--- src/rtl/tcc_pkg.sv ---
// Shared types for the timed tuning command controller.
// Assumes: 2-bit encodings are fixed by software-visible fields.
package tcc_pkg;
    typedef enum logic [1:0] {
        CM_NONE = 2'd0,
        CM_MEAS = 2'd1,
        CM_ADJ  = 2'd2,
        CM_TUNE = 2'd3
    } cmd_mode_e;

    typedef enum logic [1:0] {
        ST_OK     = 2'd0,
        ST_DACLIM = 2'd1,
        ST_FORCED = 2'd2,
        ST_BUSY   = 2'd3
    } cmd_status_e;

    function automatic int unsigned max_of5(input int unsigned a, input int unsigned b,
                                            input int unsigned c, input int unsigned d,
                                            input int unsigned e);
        int unsigned m;
        m = a;
        if (b > m) m = b;
        if (c > m) m = c;
        if (d > m) m = d;
        if (e > m) m = e;
        return m;
    endfunction
endpackage

--- src/rtl/tcc_launch.sv ---
// Launch decode: holds the command-mode field, the variant bit and the
// low target byte, arms on a low-byte write and raises a launch request on
// the following high-byte write when a command class is selected.
// Assumes: write strobes are one-cycle pulses in the clk domain.
module tcc_launch
    import tcc_pkg::*;
#(
    parameter int DATA_W = 8
) (
    input  logic                clk,
    input  logic                rst_n,
    input  logic                cfg_wr,
    input  cmd_mode_e           cfg_mode,
    input  logic                cfg_sel,
    input  logic                tgt_lo_wr,
    input  logic                tgt_hi_wr,
    input  logic [DATA_W-1:0]   tgt_data,
    output cmd_mode_e           mode_q,
    output logic                sel_q,
    output logic                launch_req,
    output logic [2*DATA_W-1:0] tgt_word
);
    logic              armed_q;
    logic [DATA_W-1:0] lo_q;

    // Configuration, low byte and arming state.
    always_ff @(posedge clk) begin
        if (!rst_n) begin
            mode_q  <= CM_NONE;
            sel_q   <= 1'b0;
            armed_q <= 1'b0;
            lo_q    <= '0;
        end else begin
            if (cfg_wr) begin
                mode_q <= cfg_mode;
                sel_q  <= cfg_sel;
            end
            if (tgt_lo_wr) begin
                lo_q    <= tgt_data;
                armed_q <= 1'b1;
            end else if (tgt_hi_wr) begin
                armed_q <= 1'b0;
            end
        end
    end

    // Launch request and the full target word presented with it.
    always_comb begin
        launch_req = tgt_hi_wr && armed_q && (mode_q != CM_NONE);
        tgt_word   = {tgt_data, lo_q};
    end

    // a high-byte write alone always consumes the arming.
    p_hi_disarms_r2: assert property (@(posedge clk) disable iff (!rst_n)
        (tgt_hi_wr && !tgt_lo_wr) |=> !armed_q);

    // no launch request without a selected class.
    p_no_launch_idle_mode_r2: assert property (@(posedge clk) disable iff (!rst_n)
        launch_req |-> (mode_q != CM_NONE) && tgt_hi_wr);
endmodule

--- src/rtl/tcc_timer.sv ---
// Duration timer: picks the execution time for the launched command from
// its class and variant, then counts it down on reference ticks. It pulses
// expire on the tick that completes the last period.
// Assumes: all durations are at least one tick; busy is driven by the owner.
module tcc_timer
    import tcc_pkg::*;
#(
    parameter int unsigned T_MEAS = 3277,
    parameter int unsigned T_SD   = 17695,
    parameter int unsigned T_IF   = 4391,
    parameter int unsigned T_FM   = 3441,
    parameter int unsigned T_AM   = 5177
) (
    input  logic      clk,
    input  logic      rst_n,
    input  logic      load,
    input  cmd_mode_e mode,
    input  logic      sel,
    input  logic      tick,
    input  logic      busy,
    output logic      expire
);
    localparam int unsigned MAX_D = max_of5(T_MEAS, T_SD, T_IF, T_FM, T_AM);
    localparam int          CW    = $clog2(MAX_D + 1);

    logic [CW-1:0] dur_sel;
    logic [CW-1:0] cnt_q;

    // Duration lookup by class and variant.
    always_comb begin
        unique case (mode)
            CM_ADJ:  dur_sel = sel ? CW'(T_IF) : CW'(T_SD);
            CM_TUNE: dur_sel = sel ? CW'(T_AM) : CW'(T_FM);
            default: dur_sel = CW'(T_MEAS);
        endcase
    end

    // Remaining-tick counter.
    always_ff @(posedge clk) begin
        if (!rst_n) begin
            cnt_q <= '0;
        end else if (load) begin
            cnt_q <= dur_sel;
        end else if (busy && tick && (cnt_q > CW'(1))) begin
            cnt_q <= cnt_q - CW'(1);
        end
    end

    // Completion strobe on the final tick.
    always_comb expire = busy && tick && (cnt_q == CW'(1));

    // a running command always has ticks left to count.
    p_cnt_nonzero_r1: assert property (@(posedge clk) disable iff (!rst_n)
        busy |-> (cnt_q != '0) && (cnt_q <= CW'(MAX_D)));

    // without a tick the count does not move.
    p_no_tick_hold_r3: assert property (@(posedge clk) disable iff (!rst_n)
        (busy && !tick && !load) |=> (cnt_q == $past(cnt_q)));
endmodule

--- src/rtl/tcc_flags.sv ---
// Tuned flag and its interrupt. The flag is set by a successful tuning
// completion and cleared by any clear cause (clear wins). The sticky
// interrupt is raised whenever the flag goes from one to zero.
// Assumes: irq_clr is a one-cycle write-one-to-clear pulse.
module tcc_flags (
    input  logic clk,
    input  logic rst_n,
    input  logic set_ok,
    input  logic clr_req,
    input  logic irq_clr,
    output logic tuned,
    output logic irq
);
    logic tuned_d;

    // Next value of the tuned flag.
    always_comb begin
        if (clr_req)     tuned_d = 1'b0;
        else if (set_ok) tuned_d = 1'b1;
        else             tuned_d = tuned;
    end

    // Tuned flag and sticky interrupt registers.
    always_ff @(posedge clk) begin
        if (!rst_n) begin
            tuned <= 1'b0;
            irq   <= 1'b0;
        end else begin
            tuned <= tuned_d;
            if (tuned && !tuned_d) irq <= 1'b1;
            else if (irq_clr)      irq <= 1'b0;
        end
    end

    // the interrupt rises only together with a falling tuned flag.
    p_irq_on_fall_r9: assert property (@(posedge clk) disable iff (!rst_n)
        $rose(irq) |-> $fell(tuned));

    // a rising tuned flag never raises the interrupt.
    p_no_irq_on_set_r9: assert property (@(posedge clk) disable iff (!rst_n)
        ($rose(tuned) && !$past(irq)) |-> !irq);

    // the flag rises only after a successful tuning completion.
    p_tuned_source_r7: assert property (@(posedge clk) disable iff (!rst_n)
        $rose(tuned) |-> $past(set_ok));
endmodule

--- src/rtl/tune_cmd_ctrl.sv ---
// Timed tuning command controller top. Takes register-style writes,
// launches one command at a time, runs it for a class-dependent number of
// reference ticks and reports a 2-bit status. Also keeps the tuned flag and
// its interrupt.
// Assumes: strobes are single-cycle; ref_tick is a single-cycle pulse.
module tune_cmd_ctrl
    import tcc_pkg::*;
#(
    parameter int          DATA_W = 8,
    parameter int unsigned T_MEAS = 3277,
    parameter int unsigned T_SD   = 17695,
    parameter int unsigned T_IF   = 4391,
    parameter int unsigned T_FM   = 3441,
    parameter int unsigned T_AM   = 5177
) (
    input  logic                clk,
    input  logic                rst_n,
    input  logic                ref_tick,
    input  logic                cfg_wr,
    input  logic [1:0]          cfg_mode,
    input  logic                cfg_sel,
    input  logic                tgt_lo_wr,
    input  logic                tgt_hi_wr,
    input  logic [DATA_W-1:0]   tgt_data,
    input  logic                abort_wr,
    input  logic                dac_limit,
    input  logic                loop_oor,
    input  logic                radio_pwr,
    input  logic                irq_clr,
    output logic [1:0]          status,
    output logic                tuned,
    output logic                irq,
    output logic [2*DATA_W-1:0] cmd_target
);
    cmd_mode_e           mode_q;
    logic                sel_q;
    logic                launch_req;
    logic [2*DATA_W-1:0] tgt_word;
    logic                launch;
    logic                busy;
    logic                expire;
    logic                done_ok;
    logic                tune_set;
    logic                tune_clr;
    cmd_status_e         status_q;
    cmd_mode_e           run_mode_q;
    logic [2*DATA_W-1:0] target_q;

    tcc_launch #(.DATA_W(DATA_W)) u_launch (
        .clk        (clk),
        .rst_n      (rst_n),
        .cfg_wr     (cfg_wr),
        .cfg_mode   (cmd_mode_e'(cfg_mode)),
        .cfg_sel    (cfg_sel),
        .tgt_lo_wr  (tgt_lo_wr),
        .tgt_hi_wr  (tgt_hi_wr),
        .tgt_data   (tgt_data),
        .mode_q     (mode_q),
        .sel_q      (sel_q),
        .launch_req (launch_req),
        .tgt_word   (tgt_word)
    );

    tcc_timer #(
        .T_MEAS (T_MEAS),
        .T_SD   (T_SD),
        .T_IF   (T_IF),
        .T_FM   (T_FM),
        .T_AM   (T_AM)
    ) u_timer (
        .clk    (clk),
        .rst_n  (rst_n),
        .load   (launch),
        .mode   (mode_q),
        .sel    (sel_q),
        .tick   (ref_tick),
        .busy   (busy),
        .expire (expire)
    );

    tcc_flags u_flags (
        .clk     (clk),
        .rst_n   (rst_n),
        .set_ok  (tune_set),
        .clr_req (tune_clr),
        .irq_clr (irq_clr),
        .tuned   (tuned),
        .irq     (irq)
    );

    // Launch gating, completion and tuned-flag causes.
    always_comb begin
        busy     = (status_q == ST_BUSY);
        launch   = launch_req && !busy;
        done_ok  = busy && !abort_wr && !dac_limit && expire;
        tune_set = done_ok && (run_mode_q == CM_TUNE);
        tune_clr = !radio_pwr || loop_oor || (launch && (mode_q == CM_TUNE));
    end

    // Status code with priority abort > converter limit > normal end.
    always_ff @(posedge clk) begin
        if (!rst_n) begin
            status_q <= ST_OK;
        end else if (busy) begin
            if (abort_wr)       status_q <= ST_FORCED;
            else if (dac_limit) status_q <= ST_DACLIM;
            else if (expire)    status_q <= ST_OK;
        end else if (launch) begin
            status_q <= ST_BUSY;
        end
    end

    // Capture of the running command's class and target at launch.
    always_ff @(posedge clk) begin
        if (!rst_n) begin
            run_mode_q <= CM_NONE;
            target_q   <= '0;
        end else if (launch) begin
            run_mode_q <= mode_q;
            target_q   <= tgt_word;
        end
    end

    // Output assignment.
    always_comb begin
        status     = status_q;
        cmd_target = target_q;
    end

    // abort during a command forces the end code.
    p_abort_forces_r4: assert property (@(posedge clk) disable iff (!rst_n)
        (busy && abort_wr) |=> (status == 2'd2));

    // converter limit without abort gives the limit code.
    p_limit_code_r5: assert property (@(posedge clk) disable iff (!rst_n)
        (busy && !abort_wr && dac_limit) |=> (status == 2'd1));

    // a launch request while running leaves the captured target alone.
    p_busy_ignores_r6: assert property (@(posedge clk) disable iff (!rst_n)
        (busy && launch_req) |=> $stable(cmd_target));

    // a launch from idle always shows busy next.
    p_launch_busy_r2: assert property (@(posedge clk) disable iff (!rst_n)
        (!busy && launch_req) |=> (status == 2'd3));
endmodule

--- config.mk ---
export PLATFORM = sky130hd
export DESIGN_NAME = tune_cmd_ctrl
export DESIGN_NICKNAME = d
export VERILOG_FILES = /design/src/rtl/tcc_pkg.sv /design/src/rtl/tcc_launch.sv /design/src/rtl/tcc_timer.sv /design/src/rtl/tcc_flags.sv /design/src/rtl/tune_cmd_ctrl.sv
export SDC_FILE = /design/constraint.sdc
export NUM_CORES = 1
export LEC_CHECK = 0
export BUFFER_PORTS_ARGS = -buffer_cell sky130_fd_sc_hd__buf_2
export CAP_MARGIN = 20
export CELL_PAD_IN_SITES_DETAIL_PLACEMENT = 1
export CELL_PAD_IN_SITES_GLOBAL_PLACEMENT = 2
export CORE_UTILIZATION = 35
export DETAILED_ROUTE_END_ITERATION = 16
export HOLD_SLACK_MARGIN = 0.12
export PLACE_DENSITY_LB_ADDON = 0.12
export SLEW_MARGIN = 20
export SYNTH_ARGS = -nofsm -noshare
export SYNTH_HDL_FRONTEND = slang
export SYNTH_SLANG_ARGS = --single-unit
--- constraint.sdc ---
create_clock -name clk -period 5.05 [get_ports clk]
set_clock_uncertainty 0.1 [all_clocks]
set_input_delay 0.7575 -clock clk [delete_from_list [all_inputs] [get_ports clk]]
set_output_delay 0.7575 -clock clk [all_outputs]
set_load 0.02 [all_outputs]
==> results of run 1 <==
worst max-delay path: stages, from the launching register on:
cell and delay (ns):
dfxtp_1 0.42, inv_1 0.09, ha_1 0.18, and4_1 0.33, a211oi_4 0.60, mux2_2 0.40, o21a_1 0.16
Yosys cell counts, drive strengths merged (2+ instances only):
cell / count
a2111oi: 4
a211oi: 5
a21oi: 25
a311oi: 2
a31o: 3
a31oi: 2
and2: 2
and3: 2
and4: 3
buf: 5
clkbuf: 10
dfxtp: 49
ha: 2
inv: 4
mux2i: 12
nand2: 42
nand2b: 3
nand3: 7
nand4: 4
nand4b: 2
nor2: 29
nor3: 6
nor4: 6
o21ai: 7
xnor2: 5
sequential cells by signal (all words and copies together) (netlist names):
| signal | flops |
|---|---|
| cmd_target | 16 |
| run_mode_q | 2 |
| status | 2 |
| u_flags.irq | 1 |
| u_flags.tuned | 1 |
| u_launch.armed_q | 1 |
| u_launch.lo_q | 8 |
| u_launch.mode_q | 2 |
| u_launch.sel_q | 1 |
| u_timer.cnt_q | 15 |
final cells by class:
type / instances / share of cell area
Inverter: 5 / 0.007222
Tap cell: 75 / 0.03611
Timing Repair Buffer: 42 / 0.08955
Clock buffer: 5 / 0.02648
Clock inverter: 3 / 0.008185
Sequential cell: 49 / 0.3775
Multi-Input combinational cell: 192 / 0.4550
stage by stage:
| stage | area [um2] | cells | setup WS [ns] | hold slack, ns |
|---|---|---|---|---|
| final | 2599 | 371 | 2.670 | 0.3563 |
| after global routing | 2599 | 371 | 2.547 | 0.3802 |
| after CTS | 2569 | 370 | 2.641 | 0.3610 |
| after detailed placement | 2479 | 362 | 2.361 | 0.3469 |
| after global placement | 2479 | 362 | 2.410 | 0.3424 |
| after floorplan | 2256 | 261 | 2.976 | 0.3312 |
where the power goes:
part | total, W | internal [W] | switching [W]
Sequential | 0.000410 | 0.000398 | 0.0000122
Clock | 0.000236 | 0.0000985 | 0.000138
Combinational | 0.0000973 | 0.0000388 | 0.0000585
kinds of logic (layout without fill, tap and decap cells):
logic type / Yosys count / count (layout) / share of synthesized area
xor gates and xnor gates: 5 / 5 / 0.01941
muxes: 13 / 13 / 0.05824
buffers and inverters: 20 / 55 / 0.04215
adders and majority gates: 2 / 2 / 0.01109
DFF: 49 / 49 / 0.4348
and+or+nand+nor: 113 / 113 / 0.2479
AOI/OAI and AO/OA: 59 / 59 / 0.1864
worst min path at each step:
stage                     slack (ns)  depth (start not counted)             to
final                           0.36                          2  cmd_target[7]
after global routing            0.38                          2  cmd_target[6]
after CTS                       0.36                          2  cmd_target[4]
after detailed placement        0.35                          2  cmd_target[4]
after global placement          0.34                          2  cmd_target[6]
after floorplan                 0.33                          2  cmd_target[0]
metal layers:
| layer | vias up | part of all wire | GRT usage |
|---|---|---|---|
| li1 | 1003 | - | - |
| met1 | 982 | 0.50 | 0.2522 |
| met2 | 35 | 0.46 | 0.2926 |
| met3 | 4 | 0.035 | 0.03736 |
| met4 | 0 | 0.0049 | 0.03684 |
| met5 | - | 0 | 0 |
==> summary.txt, run 1 <==
Pleak - 1.039 nW
Hold Crit Start - cmd_target[7]
Synth Register Bits - 49
Synth top area share - 0.4348
DP HPWL - 4125 um
DR DRC count - 0
Die Area - 6771 um2
Distinct cells, synth - 55
I/O pins - 42
CTS Buffer Depth - 2
Register Area - 980.9 um2
Ys async rst share - 0
Peak Freq - 420.1 MHz
Grt total ovfl - 0
Area occupied by multi-input gates - 1182 um2
Register area share after synthesis - 0.4348
Power Total - 0.0007436 W
DRT iter0 DRCs - 79
Status - finished clean
Clock transition at path regs - 0.09 ns
Row Count - 28
Top cell type by total area after synthesis - dfxtp_1
TritonCTS Buffers - 5
RePlAce Congestion - 0.7749
Reg2Reg Launch Point - u_timer.cnt_q[1]
Tcrit/Tclk final - 0.4713
Clk root buf - clkbuf_8
Pwr Density - 286.2 nW/um2
PostCTS Resize Cnt - 0
Diode count - 0
Syn. warnings - 0
Vias per std cell - 5.456
Via count - 2024
Clock latency on the worst-skew pair - 0.30 ns
Sink Count - 49
I/O Buffers - 41
Most frequent cells in the layout - 49 x dfxtp_1, 41 x nand2_1, 41 x buf_2, 28 x nor2_1, 25 x a21oi_1
Initial antenna violation count - 0
Largest net degree at the start of global routing - 37
Top_reg_cell synth - dfxtp_1
Mapped cell area - 2256 um2
FF-to-FF End - u_timer.cnt_q[7]
Setup_tns - 0 ns
Mapped Nets - 285
CP endpoint - u_timer.cnt_q[7]
Startpoint types - flip-flop
Crit end category - flip-flop
Max Cap Viol - 0
Most common cell after layout, fill and taps aside - dfxtp_1
Minimum clock period - 2.380 ns
Starting density of the core - 0.3722
Core area - 6061 um2
Hold Vio Cnt, Final - 0
Peak supply drop - 126.8 uV
Data arrival time of the critical path - 2.49 ns
Vias in the first global route - 1900
Post-Syn Area per Cell - 8.643 um2
Fillers - 753
Relative slew margins - 0.3087
Drt wl/cell - 15.79 um
CTS HTree Levels - 2
Critical Path Fanout Max - 15
Global-route wire length before repair - 9321 um
Synthesis-to-finish area growth - 15.20%
Post-synth EDFFs - 0
Setup violations, final - 0
FF-to-FF path depth - 6
Share of cells above drive strength 1 - 0.2196
DRT antenna net count - 0
Setup Fix Bufs, Post-CTS - 0
R2R Setup Slk - 2.67 ns
Syn Inst Count - 261
Synth area leaders - dfxtp_1 43%, nand2_1 7.0%, a21oi_1 5.5%, mux2i_1 5.3%, nor2_1 4.7%
Critical path class - flip-flop to flip-flop
CTS Hold Bufs - 0
RSZ-0062 raised after global routing - false
First-pass iteration count of the detailed router - 4
Final #Nets - 319
Crit. Startpoint - u_timer.cnt_q[1]
Die Span X - 82.29 um
Slew @ Worst Pin - 1.037 ns
Layout Utilization - 0.4288
Worst EP required - 5.16 ns
GRT Total Usage - 0.1825
CTS tree - built
Final slew viol count - 0
Die Y - 82.29 um
Total wire length - 5859 um
Worst Hold Class - flip-flop to flip-flop
(Power assumes the default switching activity.)
==> run 2, diff against run 1 <==
CORE_UTILIZATION = 32   (was 35)
clock period = 2.3 ns   (was 5.05 ns; I/O delays follow)
==> run 2 against run 1 <==
Hold slack got worse by 0.20 ns. Count of clock-buffer cells in the layout unchanged. Routed wire length increased by 7.6%. Final area increased by 3.9%. Flip-flop and latch count unchanged. Sequential share of layout area decreased by 1.4 points. First-iteration DRC count decreased by 19%. Global-route usage increased by 0.096 points. Fmax increased by 10%. Largest power group unchanged. Largest cell class unchanged. Final cell count increased by 8.6%.
==> summary.txt, run 2 (synthesis results as in run 1) <==
Vias per std cell - 5.020
Tcrit/Tclk final - 0.9397
RePlAce Congestion - 0.7617
Hold Crit Start - cfg_mode[0]
Layout Utilization - 0.3974
Setup_tns - 0 ns
Max Cap Viol - 0
Setup Fix Bufs, Post-CTS - 0
Via count - 2023
Post-route insts no fill - 403
Reg2Reg Launch Point - u_timer.cnt_q[11]
GRT Total Usage - 0.1835
Peak Freq - 462.7 MHz
Hold path endpoint - u_launch.mode_q[0]
Startpoint types - flip-flop
FF-to-FF path depth - 6
Pleak - 1.091 nW
Pwr Density - 614.0 nW/um2
I/O Buffers - 41
Die Span X - 85.96 um
Sink Count - 49
Critical Path Fanout Max - 10
Crit path cell chain - nor4_1 -> and4_4 -> a211oi_4 -> buf_4 -> and3b_1 -> o311a_1
Clk root buf - clkbuf_8
Share of cells above drive strength 1 - 0.2443
Worst Hold Class - primary input to flip-flop
Max reg flops - 16
Grt total ovfl - 0
PostCTS Resize Cnt - 0
Synthesis-to-finish area growth - 19.69%
Data arrival time of the critical path - 2.27 ns
Total wire length - 6303 um
R2R Setup Slk - 0.14 ns
Max stage delay on crit path - 0.45 ns
Slew @ Worst Pin - 0.5951 ns
CTS Hold Bufs - 0
Crit end category - flip-flop
Diode count - 0
Setup violations, final - 0
WHS Path Cells - 3
CTS tree - built
Critical path class - flip-flop to flip-flop
Critical path's top delay family - simple AND/OR/NAND/NOR gates
DRT antenna net count - 0
Die Y - 85.96 um
CTS HTree Levels - 2
Minimum clock period - 2.161 ns
Hold slack - 0.1553 ns
Starting density of the core - 0.3320
Core area - 6794 um2
CTS Buffer Depth - 2
Clock transition at path regs - 0.10 ns
WP buf/inv - 1
Hold Vio Cnt, Final - 0
Placed cells - 394
FF-to-FF End - u_timer.cnt_q[2]
Final #Nets - 331
Vias in the first global route - 2037
Most common cell after layout, fill and taps aside - dfxtp_1
DR DRC count - 0
Relative slew margins - 0.6033
I/O pins - 42
Row Count - 30
Largest net degree at the start of global routing - 29
Drt wl/cell - 15.64 um
TritonCTS Buffers - 5
DRT iter0 DRCs - 64
Initial antenna violation count - 0
Final slew viol count - 0
First-pass iteration count of the detailed router - 4
RSZ-0062 raised after global routing - false
Die Area - 7389 um2
Clock latency on the worst-skew pair - 0.31 ns
Status - finished clean
Power Total - 0.001658 W
CP max stage cell - nor4_1
Most frequent cells in the layout - 49 x dfxtp_1, 42 x nand2_1, 41 x buf_2, 28 x nor2_1, 25 x a21oi_1
DP HPWL - 4426 um
Worst EP required - 2.41 ns
Global-route wire length before repair - 10460 um
Peak supply drop - 186.8 uV
==> run 2: per-stage QoR <==
stage	cell area [um2]	setup WS, ns
2_1_floorplan	2256	0.3887
3_3_place_gp	2600	0.2054
3_5_place_dp	2600	0.1224
4_1_cts	2685	0.09763
5_1_grt	2700	0.01488
6_report	2700	0.1388
==> run 2: power breakdown <==
part	internal (W)	switching, W
Sequential	0.000874	0.0000246
Combinational	0.0000929	0.000134
Clock	0.000211	0.000322
Total	0.00118	0.000480
==> run 2: worst min-delay path: cells and delay by family <==
kind          cells  cell delay (ns)
simple gates      1             0.07
mux               1             0.05
buf+inv           1             0.07
==> run 2: worst max path at each step <==
stage | from | end | slack [ns] | depth (start not counted)
2_1_floorplan | u_timer.cnt_q[1] | u_timer.cnt_q[7] | 0.39 | 7
3_3_place_gp | u_timer.cnt_q[1] | u_timer.cnt_q[7] | 0.21 | 6
3_5_place_dp | u_timer.cnt_q[1] | u_timer.cnt_q[12] | 0.12 | 6
4_1_cts | u_timer.cnt_q[1] | u_timer.cnt_q[12] | 0.1 | 6
5_1_grt | u_timer.cnt_q[11] | u_timer.cnt_q[2] | 0.01 | 6
6_report | u_timer.cnt_q[11] | u_timer.cnt_q[2] | 0.14 | 6
==> run 2: final cells by class <==
cell class | instances | area (um2)
Multi-Input combinational cell | 192 | 1180
Clock inverter | 2 | 16.27
Clock buffer | 5 | 68.82
Timing Repair Buffer | 54 | 315.3
Fill cell | 859 | 4094
Tap cell | 96 | 120.1
Sequential cell | 49 | 980.9
Inverter | 5 | 18.77
==> run 2: routing by layer <==
metal	GRT usage	up-vias	wire length (um)
li1	-	1022	-
met1	0.2407	969	3061
met2	0.2994	26	2978
met3	0.04812	6	196
met4	0.04545	0	67
met5	0	-	0
